==> src/rtl/mmc_cmd_pkg.sv <==
package mmc_cmd_pkg;
  localparam int unsigned IDX_W   = 6;
  localparam int unsigned ARG_W   = 32;
  localparam int unsigned CRC_W   = 7;
  localparam int unsigned HDR_W   = 2 + IDX_W + ARG_W;
  localparam int unsigned FRAME_W = HDR_W + CRC_W + 1;
  localparam int unsigned CNT_W   = $clog2(FRAME_W);
  localparam logic [CRC_W-1:0] CRC_POLY = 7'h09;  // x^7 + x^3 + 1

  typedef enum logic [1:0] {
    PH_HDR,
    PH_CRC,
    PH_END
  } phase_e;
endpackage

==> src/rtl/mmc_bit_seq.sv <==
module mmc_bit_seq
  import mmc_cmd_pkg::*;
(
  input  logic             clk_i,
  input  logic             rst_ni,
  input  logic             bit_en_i,
  input  logic             req_i,
  output logic             load_o,
  output logic             busy_o,
  output logic             done_o,
  output logic             adv_o,
  output phase_e           phase_o,
  output logic [CNT_W-1:0] cnt_o
);
  localparam logic [CNT_W-1:0] LAST_POS = CNT_W'(FRAME_W - 1);
  localparam logic [CNT_W-1:0] CRC_POS  = CNT_W'(HDR_W);
  localparam logic [CNT_W-1:0] END_POS  = CNT_W'(HDR_W + CRC_W);

  logic             busy_q, done_q, last;
  logic [CNT_W-1:0] cnt_q;

  assign load_o = req_i & ~busy_q;
  assign adv_o  = busy_q & bit_en_i;
  assign last   = adv_o & (cnt_q == LAST_POS);

  always_ff @(posedge clk_i or negedge rst_ni) begin
    if (!rst_ni) begin
      busy_q <= 1'b0;
      cnt_q  <= '0;
      done_q <= 1'b0;
    end else begin
      done_q <= last;
      if (load_o) begin
        busy_q <= 1'b1;
        cnt_q  <= '0;
      end else if (last) begin
        busy_q <= 1'b0;
        cnt_q  <= '0;
      end else if (adv_o) begin
        cnt_q <= cnt_q + 1'b1;
      end
    end
  end

  always_comb begin
    if (cnt_q < CRC_POS)      phase_o = PH_HDR;
    else if (cnt_q < END_POS) phase_o = PH_CRC;
    else                      phase_o = PH_END;
  end

  assign busy_o = busy_q;
  assign done_o = done_q;
  assign cnt_o  = cnt_q;

  assert_done_single_R8: assert property (@(posedge clk_i) disable iff (!rst_ni)
    done_q |=> !done_q);
  assert_done_on_fall_R8: assert property (@(posedge clk_i) disable iff (!rst_ni)
    $fell(busy_q) |-> done_q && !busy_q);
  assert_no_reload_R7: assert property (@(posedge clk_i) disable iff (!rst_ni)
    busy_q && req_i && !last |=>
      busy_q && cnt_q == $past(cnt_q) + {{(CNT_W-1){1'b0}}, $past(bit_en_i)});
  assert_hold_R6: assert property (@(posedge clk_i) disable iff (!rst_ni)
    busy_q && !bit_en_i |=> busy_q && $stable(cnt_q));
endmodule

==> src/rtl/mmc_crc7.sv <==
module mmc_crc7
  import mmc_cmd_pkg::*;
(
  input  logic clk_i,
  input  logic rst_ni,
  input  logic clr_i,
  input  logic step_i,
  input  logic shift_i,
  input  logic din_i,
  output logic msb_o
);
  logic [CRC_W-1:0] crc_q;
  logic             fb;

  assign fb = crc_q[CRC_W-1] ^ din_i;

  always_ff @(posedge clk_i or negedge rst_ni) begin
    if (!rst_ni)      crc_q <= '0;
    else if (clr_i)   crc_q <= '0;
    else if (step_i)  crc_q <= {crc_q[CRC_W-2:0], 1'b0} ^ (fb ? CRC_POLY : '0);
    else if (shift_i) crc_q <= {crc_q[CRC_W-2:0], 1'b0};
  end

  assign msb_o = crc_q[CRC_W-1];

  assert_clear_seed_R4: assert property (@(posedge clk_i) disable iff (!rst_ni)
    clr_i |=> crc_q == '0);
  assert_shift_out_R4: assert property (@(posedge clk_i) disable iff (!rst_ni)
    shift_i && !clr_i && !step_i |=> crc_q == {$past(crc_q[CRC_W-2:0]), 1'b0});
endmodule

==> src/rtl/mmc_cmd_serializer.sv <==
module mmc_cmd_serializer
  import mmc_cmd_pkg::*;
(
  input  logic             clk_i,
  input  logic             rst_ni,
  input  logic             bit_en_i,
  input  logic             req_i,
  input  logic [IDX_W-1:0] idx_i,
  input  logic [ARG_W-1:0] arg_i,
  output logic             busy_o,
  output logic             done_o,
  output logic             cmd_o,
  output logic             cmd_oe_o
);
  logic             load, adv, crc_msb, line_bit;
  phase_e           phase;
  logic [CNT_W-1:0] cnt;
  logic [HDR_W-1:0] hdr_q;

  mmc_bit_seq u_seq (
    .clk_i    (clk_i),
    .rst_ni   (rst_ni),
    .bit_en_i (bit_en_i),
    .req_i    (req_i),
    .load_o   (load),
    .busy_o   (busy_o),
    .done_o   (done_o),
    .adv_o    (adv),
    .phase_o  (phase),
    .cnt_o    (cnt)
  );

  always_ff @(posedge clk_i or negedge rst_ni) begin
    if (!rst_ni)                     hdr_q <= '0;
    else if (load)                   hdr_q <= {1'b0, 1'b1, idx_i, arg_i};
    else if (adv && phase == PH_HDR) hdr_q <= {hdr_q[HDR_W-2:0], 1'b0};
  end

  mmc_crc7 u_crc (
    .clk_i   (clk_i),
    .rst_ni  (rst_ni),
    .clr_i   (load),
    .step_i  (adv && phase == PH_HDR),
    .shift_i (adv && phase == PH_CRC),
    .din_i   (hdr_q[HDR_W-1]),
    .msb_o   (crc_msb)
  );

  always_comb begin
    unique case (phase)
      PH_HDR:  line_bit = hdr_q[HDR_W-1];
      PH_CRC:  line_bit = crc_msb;
      default: line_bit = 1'b1;
    endcase
  end

  assign cmd_o    = busy_o ? line_bit : 1'b1;
  assign cmd_oe_o = busy_o;

  assert_idle_high_R9: assert property (@(posedge clk_i) disable iff (!rst_ni)
    !busy_o |-> cmd_o && !cmd_oe_o);
  assert_start_low_R2: assert property (@(posedge clk_i) disable iff (!rst_ni)
    $rose(busy_o) |-> !cmd_o);
  assert_end_bit_R5: assert property (@(posedge clk_i) disable iff (!rst_ni)
    busy_o && cnt == CNT_W'(FRAME_W - 1) |-> cmd_o);
  assert_line_hold_R6: assert property (@(posedge clk_i) disable iff (!rst_ni)
    busy_o && !bit_en_i |=> $stable(cmd_o));
endmodule

==> config.mk <==
export PLATFORM = sky130hd
export DESIGN_NAME = mmc_cmd_serializer
export DESIGN_NICKNAME = d
export VERILOG_FILES = /design/src/rtl/mmc_cmd_pkg.sv /design/src/rtl/mmc_bit_seq.sv /design/src/rtl/mmc_crc7.sv /design/src/rtl/mmc_cmd_serializer.sv
export SDC_FILE = /design/constraint.sdc
export NUM_CORES = 1
export LEC_CHECK = 0
export BUFFER_PORTS_ARGS = -buffer_cell sky130_fd_sc_hd__buf_4
export CELL_PAD_IN_SITES_DETAIL_PLACEMENT = 0
export CELL_PAD_IN_SITES_GLOBAL_PLACEMENT = 2
export CORE_UTILIZATION = 30
export CTS_CLUSTER_SIZE = 14
export DETAILED_ROUTE_END_ITERATION = 6
export GPL_ROUTABILITY_DRIVEN = 0
export PLACE_DENSITY_LB_ADDON = 0.05
export REMOVE_ABC_BUFFERS = 1
export SETUP_SLACK_MARGIN = 0.1
export SLEW_MARGIN = 20
export SYNTH_ARGS = -nofsm -noshare
export SYNTH_HDL_FRONTEND = slang
export SYNTH_SLANG_ARGS = --single-unit
==> constraint.sdc <==
create_clock -name clk_i -period 1.6 [get_ports clk_i]
set_clock_uncertainty 0.15 [all_clocks]
set_input_delay 0.48 -clock clk_i [delete_from_list [all_inputs] [get_ports clk_i]]
set_output_delay 0.48 -clock clk_i [all_outputs]
set_load 0.01 [all_outputs]
Word level (Yosys, flattened, before mapping)
Index checks and enable logic that the tools add are counted.
Cells by class
  $add $sub $neg: 1
  multipliers: 0
  divide/modulo/power cells: 0
  $lt $le $gt $ge: 2
  eq/ne operators: 2
  shifts and indexed selects: 0
  muxes and demuxes: 15
  bitwise gates (word level): 6
  reduce and logical (&&, ||, !) cells: 7
Operator list (number)
  2-to-1 mux 40 bit: 2
  2-to-1 mux 7 bit: 3
  2-to-1 mux 6 bit: 3
  less-than comparator 6 bit (second input constant): 2
  bitwise XOR 7 bit: 1
  adder 6 x 1 -> 6 bit (second input constant): 1
  equality test 6 bit (second input constant): 1
  nonzero test 3 bit: 2
  2-to-1 mux 2 bit: 2
  2-to-1 mux 4 bit: 1
  nonzero test 2 bit: 2
  AND 1 bit: 3
  2-to-1 mux 1 bit: 3
  equality test 2 x 1 -> 1 bit (second input constant): 1
  logical AND 1 bit: 2
  zero test 2 bit: 1
  one-hot mux 1 bit (2 select lines): 1
  NOT 1 bit: 1
  bitwise XOR 1 bit: 1
Storage, ports and cells
  register bits after elaboration: 55
  latch bits: 0
  memory bits (writable): 0
  memory bits (read-only): 0
  input bits: 42
  output and inout port bits: 4
  logic and storage cells: 38
  memories: 0

Depth between registers and ports, before layout
Gate-level depths: netlist of run 1.
  word-level depth: 8
  mapped depth: 7
  depth with buffers taken out: 5

Cells and area by module
From an unflattened synthesis of run 1, not the netlist that was laid out.
Unflattened totals
  cells, all modules: 304
  area total of the unflattened synthesis: 2797.7 µm²
By module, submodules not included
  mmc_cmd_serializer: instances 1, cells an instance 221, area each 2028.2 µm², sequential area each 1001.0 µm²
  mmc_bit_seq: instances 1, cells an instance 51, area each 455.4 µm², sequential area each 200.2 µm²
  mmc_crc7: instances 1, cells an instance 32, area each 314.1 µm², sequential area each 175.2 µm²

Worst setup path before layout of run 1
Ideal clock, no wire load.
  path kind: flip-flop to output port
  start: register u_seq.cnt_q[0], in the netlist u_seq.cnt_o[0]
  end: output cmd_o
  data arrival time: 1030 ps
  data required time: 970 ps
  slack: -60 ps
  stages on the path, launching flop included: 6
  buffers on the path: 0
  cell sequence: dfrtp_1 > ha_1 > nand2_1 > a41oi_1 > o22ai_1 > nand2_1
On the way
  cells in the longest elaborated chain, start to end: 6
  elaborated cells between the ends (all ways): 8
  classes of those cells: order compare (2); eq/ne (1); mux (4); reduce/logical (1)
RTL lines
  start, declared: line mmc_bit_seq.sv:20  | logic [CNT_W-1:0] cnt_q;
  start signal, assigned: line mmc_bit_seq.sv:40  | cnt_q <= cnt_q + 1'b1;
  less-than comparator 6 bit: line mmc_bit_seq.sv:47  | else if (cnt_q < END_POS) phase_o = PH_CRC;
  2-to-1 mux 2 bit: line mmc_bit_seq.sv:47
  2-to-1 mux 2 bit (*): line mmc_bit_seq.sv:46  | if (cnt_q < CRC_POS) phase_o = PH_HDR;
  equality test 2 x 1 -> 1 bit or zero test 2 bit (tied branches): line mmc_cmd_serializer.sv:50  | unique case (phase)
  one-hot mux 1 bit (2 select lines) (*): line mmc_cmd_serializer.sv:50
  2-to-1 mux 1 bit (*): line mmc_cmd_serializer.sv:57  | assign cmd_o = busy_o ? line_bit : 1'b1;
  end, declared: line mmc_cmd_serializer.sv:12  | output logic cmd_o,
Mark *: on every way between the ends. The rest lies on a longest branch, timed or not.

Worst setup path after layout of run 1
Same ends and word-level chain as after synthesis.

==> key figures, run 1 <==
Pwr
  • Clock power frac: 0.203
  • Switching share of power: 0.321
  • Switch Pwr: 1310 uW
  • Seq pwr share: 0.467
  • Int Power: around 2800 uW
  • Comb power frac: 0.331
  • Peak supply drop: 0.402 mV
  • Static Leak: 0.00189 uW
  • Design Power: 4070 uW
  • PD cells: 1030 nW/um2

Layout
  • Nets: 382
  • Area growth from synthesis to layout: 57.9%
  • Layout cells sized above 1: 0.494
  • Most frequent cells in the layout: buf_4 (57), dfrtp_1 (55), inv_1 (25), nor2_1 (25), nand2_1 (23)
  • Commonest non-fill, non-tap cell in the layout: buf_4
  • Fill cell count: 752
  • Antenna cell count: 0
  • Final std cells w/o fill: 442
  • Post-Layout Inst Area: around 4000 um2

Timing
  • Worst setup margin: -419 ps
  • Pins Over Slew Limit: 0
  • FMAX: between 0.4 and 0.5 GHz
  • Tmin final: ~2000 ps
  • Fin crit share: 1.26
  • Final Hold Viols: 3
  • Final Setup Violations: 13
  • Max-slew headroom: 0.794
  • Least-Margin Pin Slew: slightly above 300 ps
  • Hold_ws: -9.36 ps
  • RSZ-0062 raised after global routing: true

Global route
  • GRT met2 Usage: 0.254
  • Grt ovf: 0
  • Met1 Usage GRT: 0.235
  • Vias in the first global route: 2,188
  • Met3 usage: 0.0309
  • First-pass GRT wire length: 10,900 um
  • Gr usage total: 0.164
  • Initial antenna violation count: 0
  • Largest net degree at the start of global routing: 56
  • Most used routing layer: met2

Place
  • Inst Count DP: 415
  • Buffers on Ports: 45
  • Area after DPL: 3070 um2
  • DP Worst Slack: -139 ps
  • Final HPWL DP: 3530 um

Worst hold path
  • Worst Hold Class: in2async

Detailed routing
  • DR vias/cell: 4.82
  • Drt wl/cell: 15.1 um
  • Final ANT Viol Nets: 0
  • Residual DRC: 0
  • Vias post-DR: 2,130
  • TritonRoute pass-1 iters: 4
  • Final wirelength: 6670 um
  • DR iter-0 viols: between 40 and 50

Clock network
  • CTS tree: yes
  • Clk buf depth: 2
  • CTS root buf: clkbuf_8
  • Htree depth: 2
  • Clock-pin slew on the worst setup and hold paths: approximately 100 ps
  • TritonCTS buffer count: 5
  • Clock Latency Late Sink: 310 ps
  • Cts hold-fix bufs: 0
  • Clock sink count: 55

Worst setup path
  • Worst Path Required: 970 ps
  • Critical path startpoint category: flop
  • Kind of critical path: reg2out
  • Crit Path Max Fanout: 2
  • Reg2Reg Launch Point: u_seq.cnt_o[0]
  • CP peak stage delay: 400 ps
  • Kind of end point of the critical path: primary output
  • Reg2reg setup slack: -30 ps
  • Crit-path cells: ha_2, nand2_2, a41oi_2, o22ai_1, nand2_1, buf_6
  • Worst Path Arrival: between 1000 and 1500 ps
  • CP max-delay cell: dfrtp_1
  • Worst R2R Path Depth: 7
  • Reg2reg end: u_crc.crc_q[1]

Job
  • Max cap viols: 0

Status
  • Status: complete, but fails checks
  • Failing checks: negative hold slack, negative setup slack

Die
  • # IOs: 46
  • Die Ht: 93.4 um
  • Die X: 93.4 um
  • Num rows: 32
  • Initial Util: 0.318
  • Core footprint: 7890 um2
  • Die ar.: about 8700 um2

Yosys
  • Post-synth EDFFs: 0
  • #FFs+latches synth: 55
  • Sequential-to-total area share from yosys stat: 0.549
  • Mapped cell area: 2500 um2
  • Main synth FF type: dfrtp_1
  • Ys async rst share: 1.00
  • Synthesized area per cell: 9.45 um2
  • Distinct cell type count after synthesis: 33
  • Cell count after synthesis: 265
  • Synth Warn #: 0
[area by class of cell]
| cell class | instances | area (um2) | share of cell area |
|---|---|---|---|
| Clock buffer | 7 | 86.3 | 0.0218 |
| Clock inverter | 1 | 8.76 | 0.00221 |
| Inverter | 25 | 93.8 | 0.0237 |
| Multi-Input combinational cell | 166 | 1300 | 0.329 |
| Sequential cell | 55 | 1380 | 0.348 |
| Tap cell | 102 | 128 | 0.0323 |
| Timing Repair Buffer | 86 | 962 | 0.243 |
[power groups by stage]
stage               sequential (uW)  combinational [uW]  clock, uW
floorplan                      1900                 484          0
global placement               1900                 940          0
detailed placement             1900                 935          0
CTS                            1880                1250        855
global route                   1940                1500        898
finish                         1900                1350        825
[synth_stat cells, types with 2 or more instances]
master     n  area, um2
and3_1     2       12.5
buf_2      5       25.0
buf_6      4       45.0
nor3_1     2       10.0
buf_4      5       37.5
nand2_1   41        154
mux2i_1    7       70.1
xor2_1     3       26.3
dfrtp_1   55       1380
a31oi_1   15       93.8
o22ai_1   24        150
clkbuf_1   4       15.0
inv_1     25       93.8
nand3_1    2       10.0
o21ai_0    5       25.0
a21oi_1   23        115
nor2_1    27        101
[flip-flops by register name (all words and copies together), names as in the netlist]
register,flops
hdr_q,40
u_crc.crc_q,7
u_seq.cnt_o,6
u_seq.busy_o,1
u_seq.done_o,1
[metrics by stage]
step           utilization  setup TNS (ps)
2_1_floorplan            -          -20630
3_3_place_gp         0.390            -806
3_5_place_dp         0.390            -775
4_1_cts              0.469           -1090
5_1_grt              0.501           -2420
6_report             0.501            -707
[logic make-up (layout without fill, tap and decap cells)]
logic type / count (synthesis) / in the layout / share of synthesized area
buf+inv: 44 / 119 / 0.0879
mux: 7 / 7 / 0.0280
compound gates: 71 / 71 / 0.169
fa+ha+maj: 1 / 1 / 0.00499
xor+xnor: 4 / 4 / 0.0140
simple gates: 83 / 83 / 0.147
flops: 55 / 55 / 0.549
[critical path: cells and delay by family, from the launching register on]
kind	cells	cell delay, ps
buffers and inverters	1	120
flip-flops	1	400
AO/OA/AOI/OAI	2	230
AND/OR/NAND/NOR	2	140
adder cells (fa/ha/maj)	1	200
[routing by layer]
layer  share of wire  up-vias
met4          0.0096        0
met2            0.47       42
met5               0        -
li1                -     1049
met3           0.039        5
met1            0.48     1034
[worst max path at each step]
stage                      to      startpoint  slack (ps)
3_3_place_gp            cmd_o  u_seq.cnt_o[0]        -120
4_1_cts                 cmd_o  u_seq.cnt_o[1]        -430
6_report                cmd_o  u_seq.cnt_o[0]        -420
2_1_floorplan  u_crc.crc_q[3]    u_seq.busy_o        -510
5_1_grt                 cmd_o  u_seq.cnt_o[0]        -520
3_5_place_dp            cmd_o  u_seq.cnt_o[0]        -140
[timing repair]
item                       CTS  global route
pin swaps                   44            34
setup endpoints to repair   51            57
setup buffers               11             1
gates cloned                 7             3
gates resized for setup     62            49
Power figures use the tool's default switching activity.
==> run 2: changes to the inputs <==
--- a/config.mk
+++ b/config.mk
@@ -13,9 +13,12 @@
 export DETAILED_ROUTE_END_ITERATION = 6
 export GPL_ROUTABILITY_DRIVEN = 0
 export PLACE_DENSITY_LB_ADDON = 0.05
+export RECOVER_POWER = 100
 export REMOVE_ABC_BUFFERS = 1
 export SETUP_SLACK_MARGIN = 0.1
+export SKIP_CTS_REPAIR_TIMING = 1
 export SLEW_MARGIN = 20
 export SYNTH_ARGS = -nofsm -noshare
 export SYNTH_HDL_FRONTEND = slang
 export SYNTH_SLANG_ARGS = --single-unit
+export TNS_END_PERCENT = 20
==> key figures, run 2 (synthesis gave the netlist of run 1 again) <==
Status
  • Status: complete, but fails checks
  • Failing checks: negative setup slack

Clock network
  • Clock Latency Late Sink: 310 ps (about the same)
  • CTS root buf: clkbuf_8
  • Htree depth: 2 (unchanged)
  • Clock sink count: 55 (unchanged)
  • CTS tree: yes
  • Clock-pin slew on the worst setup and hold paths: 100 ps (about the same)
  • TritonCTS buffer count: 5 (unchanged)
  • Clk buf depth: 2 (unchanged)

Worst setup path
  • Kind of critical path: reg2out
  • Worst Path Required: 970 ps (about the same)
  • CP max-delay cell: dfrtp_1
  • Kind of end point of the critical path: primary output
  • CP peak stage delay: 400 ps (about the same)
  • Worst Path Arrival: 1400 ps (about the same)
  • Crit Path Max Fanout: 2 (unchanged)
  • Crit-path cells: ha_2, nand2_2, a41oi_2, o22ai_1, nand2_1, buf_6
  • Critical path startpoint category: flop

Layout
  • Area taken by multi-input logic gates: 1080 um2 (-17%)
  • Fill cell count: 778 (+3.5%)
  • Max reg flops: 40 (unchanged)
  • Area growth from synthesis to layout: 39.3%
  • Most flops, register: hdr_q
  • Most frequent cells in the layout: buf_4 (60), dfrtp_1 (54), nand2_1 (39)
  • Layout cells sized above 1: 0.358 (-0.137)
  • Commonest non-fill, non-tap cell in the layout: buf_4
  • Nets: 372 (-2.6%)
  • Antenna cell count: 0 (unchanged)
  • Register area: 1380 um2 (about the same)

Timing
  • Least-Margin Pin Slew: 791 ps (+482 ps)
  • Final Setup Violations: 8 (-5)
  • Final Hold Viols: 0 (-3)
  • FMAX: 0.493 GHz (-0.48%)
  • RSZ-0062 raised after global routing: true
  • Max-slew headroom: 0.472 (-0.321)
  • Pins Over Slew Limit: 0 (unchanged)
  • Tmin final: 2030 ps (+9.82 ps)
  • Sum of negative setup slack: -582 ps (+125 ps)
  • Hold_ws: 231 ps (+240 ps)
  • Fin crit share: 1.27 (+0.00614)
  • Worst setup margin: -429 ps (-9.82 ps)

Place
  • Final HPWL DP: 3530 um (unchanged)
  • Buffers on Ports: 45 (unchanged)

Detailed routing
  • DR iter-0 viols: 60 (+43%)
  • DR vias/cell: 4.74 (-1.7%)
  • Vias post-DR: 2,046 (-3.9%)
  • Final ANT Viol Nets: 0 (unchanged)
  • Drt wl/cell: 14.7 um (-2.8%)
  • TritonRoute pass-1 iters: 4 (unchanged)
  • Final wirelength: 6330 um (-5.0%)
  • Residual DRC: 0 (unchanged)

Global route
  • Gr usage total: 0.139 (-0.0250)
  • Initial antenna violation count: 0 (unchanged)
  • Vias in the first global route: 1,927 (-12%)
  • First-pass GRT wire length: 9430 um (-14%)
  • Largest net degree at the start of global routing: 56 (unchanged)
  • Grt ovf: 0 (unchanged)

Pwr
  • Static Leak: 0.00169 uW (-11%)
  • PD cells: 1090 nW/um2 (+5.8%)
  • Peak supply drop: 0.487 mV (+21%)

Die
  • Die X: 93.4 um (unchanged)
  • Die Ht: 93.4 um (unchanged)
  • Num rows: 32 (unchanged)
  • Die ar.: 8720 um2 (unchanged)
  • Initial Util: 0.318 (unchanged)
  • # IOs: 46 (unchanged)
  • Core footprint: 7890 um2 (unchanged)

Worst hold path
  • Worst Hold Class: in2async

Job
  • Max cap viols: 0 (unchanged)
==> run 2: cell types whose count changed in the layout (fill, tap and decap cells not counted), moves of 7 or more <==
cell / delta
a21oi_1: +23
a21oi_2: -21
nand2_1: +16
nand2_2: -9
o22ai_1: -9
o22ai_2: +9
nand2_4: -7
==> run 2: layer usage <==
metal,GRT usage,part of all wire
met1,0.204,0.52
met3,0.0301,0.039
met2,0.205,0.43
met4,0.0423,0.011
met5,0,0
==> run 2: path summary, 6_finish.rpt <==
path | to | cells after the start | slack (ps) | start
min in group clk_i | hdr_q[0] | 3 | 260 | arg_i[0]
max | cmd_o | 6 | -430 | u_seq.cnt_o[1]
min reg2reg | hdr_q[39] | 2 | 370 | hdr_q[38]
max in group asynchronous | u_seq.busy_o | 2 | 520 | rst_ni
min | u_seq.cnt_o[5] | 2 | 230 | rst_ni
max reg2reg | u_crc.crc_q[1] | 7 | -20 | u_seq.cnt_o[1]
==> run 2: cell type report <==
class,instances,area share
Sequential cell,55,0.395
Multi-Input combinational cell,166,0.309
Timing Repair Buffer,76,0.205
Tap cell,102,0.0366
Inverter,25,0.0269
Clock buffer,7,0.0247
Clock inverter,1,0.00251
==> run 2: worst max-delay path: cells and delay by family (launching register included) <==
kind / cells / cell delay, ps
fa+ha+maj: 1 / 200
buf+inv: 1 / 120
simple gates: 2 / 140
flops: 1 / 400
compound gates: 2 / 240
==> run 2: metrics by stage <==
stage               cell area [um2]  instances   util  total power [uW]  worst slack (ps)
floorplan                      2380        246      -              2380              -515
global placement               3070        415  0.390              2840              -116
detailed placement             3070        415  0.390              2830              -139
CTS                            3170        423  0.402              3660              -486
global route                   3490        432  0.442              4060              -529
finish                         3490        432  0.442              3800              -429
==> run 2: report_power, final <==
| part | total [uW] | internal, uW | switching [uW] | leakage, uW |
|---|---|---|---|---|
| Clock | 826 | 357 | 470 | 0.0000484 |
| Combinational | 1080 | 576 | 504 | 0.00100 |
| Sequential | 1890 | 1690 | 199 | 0.000640 |
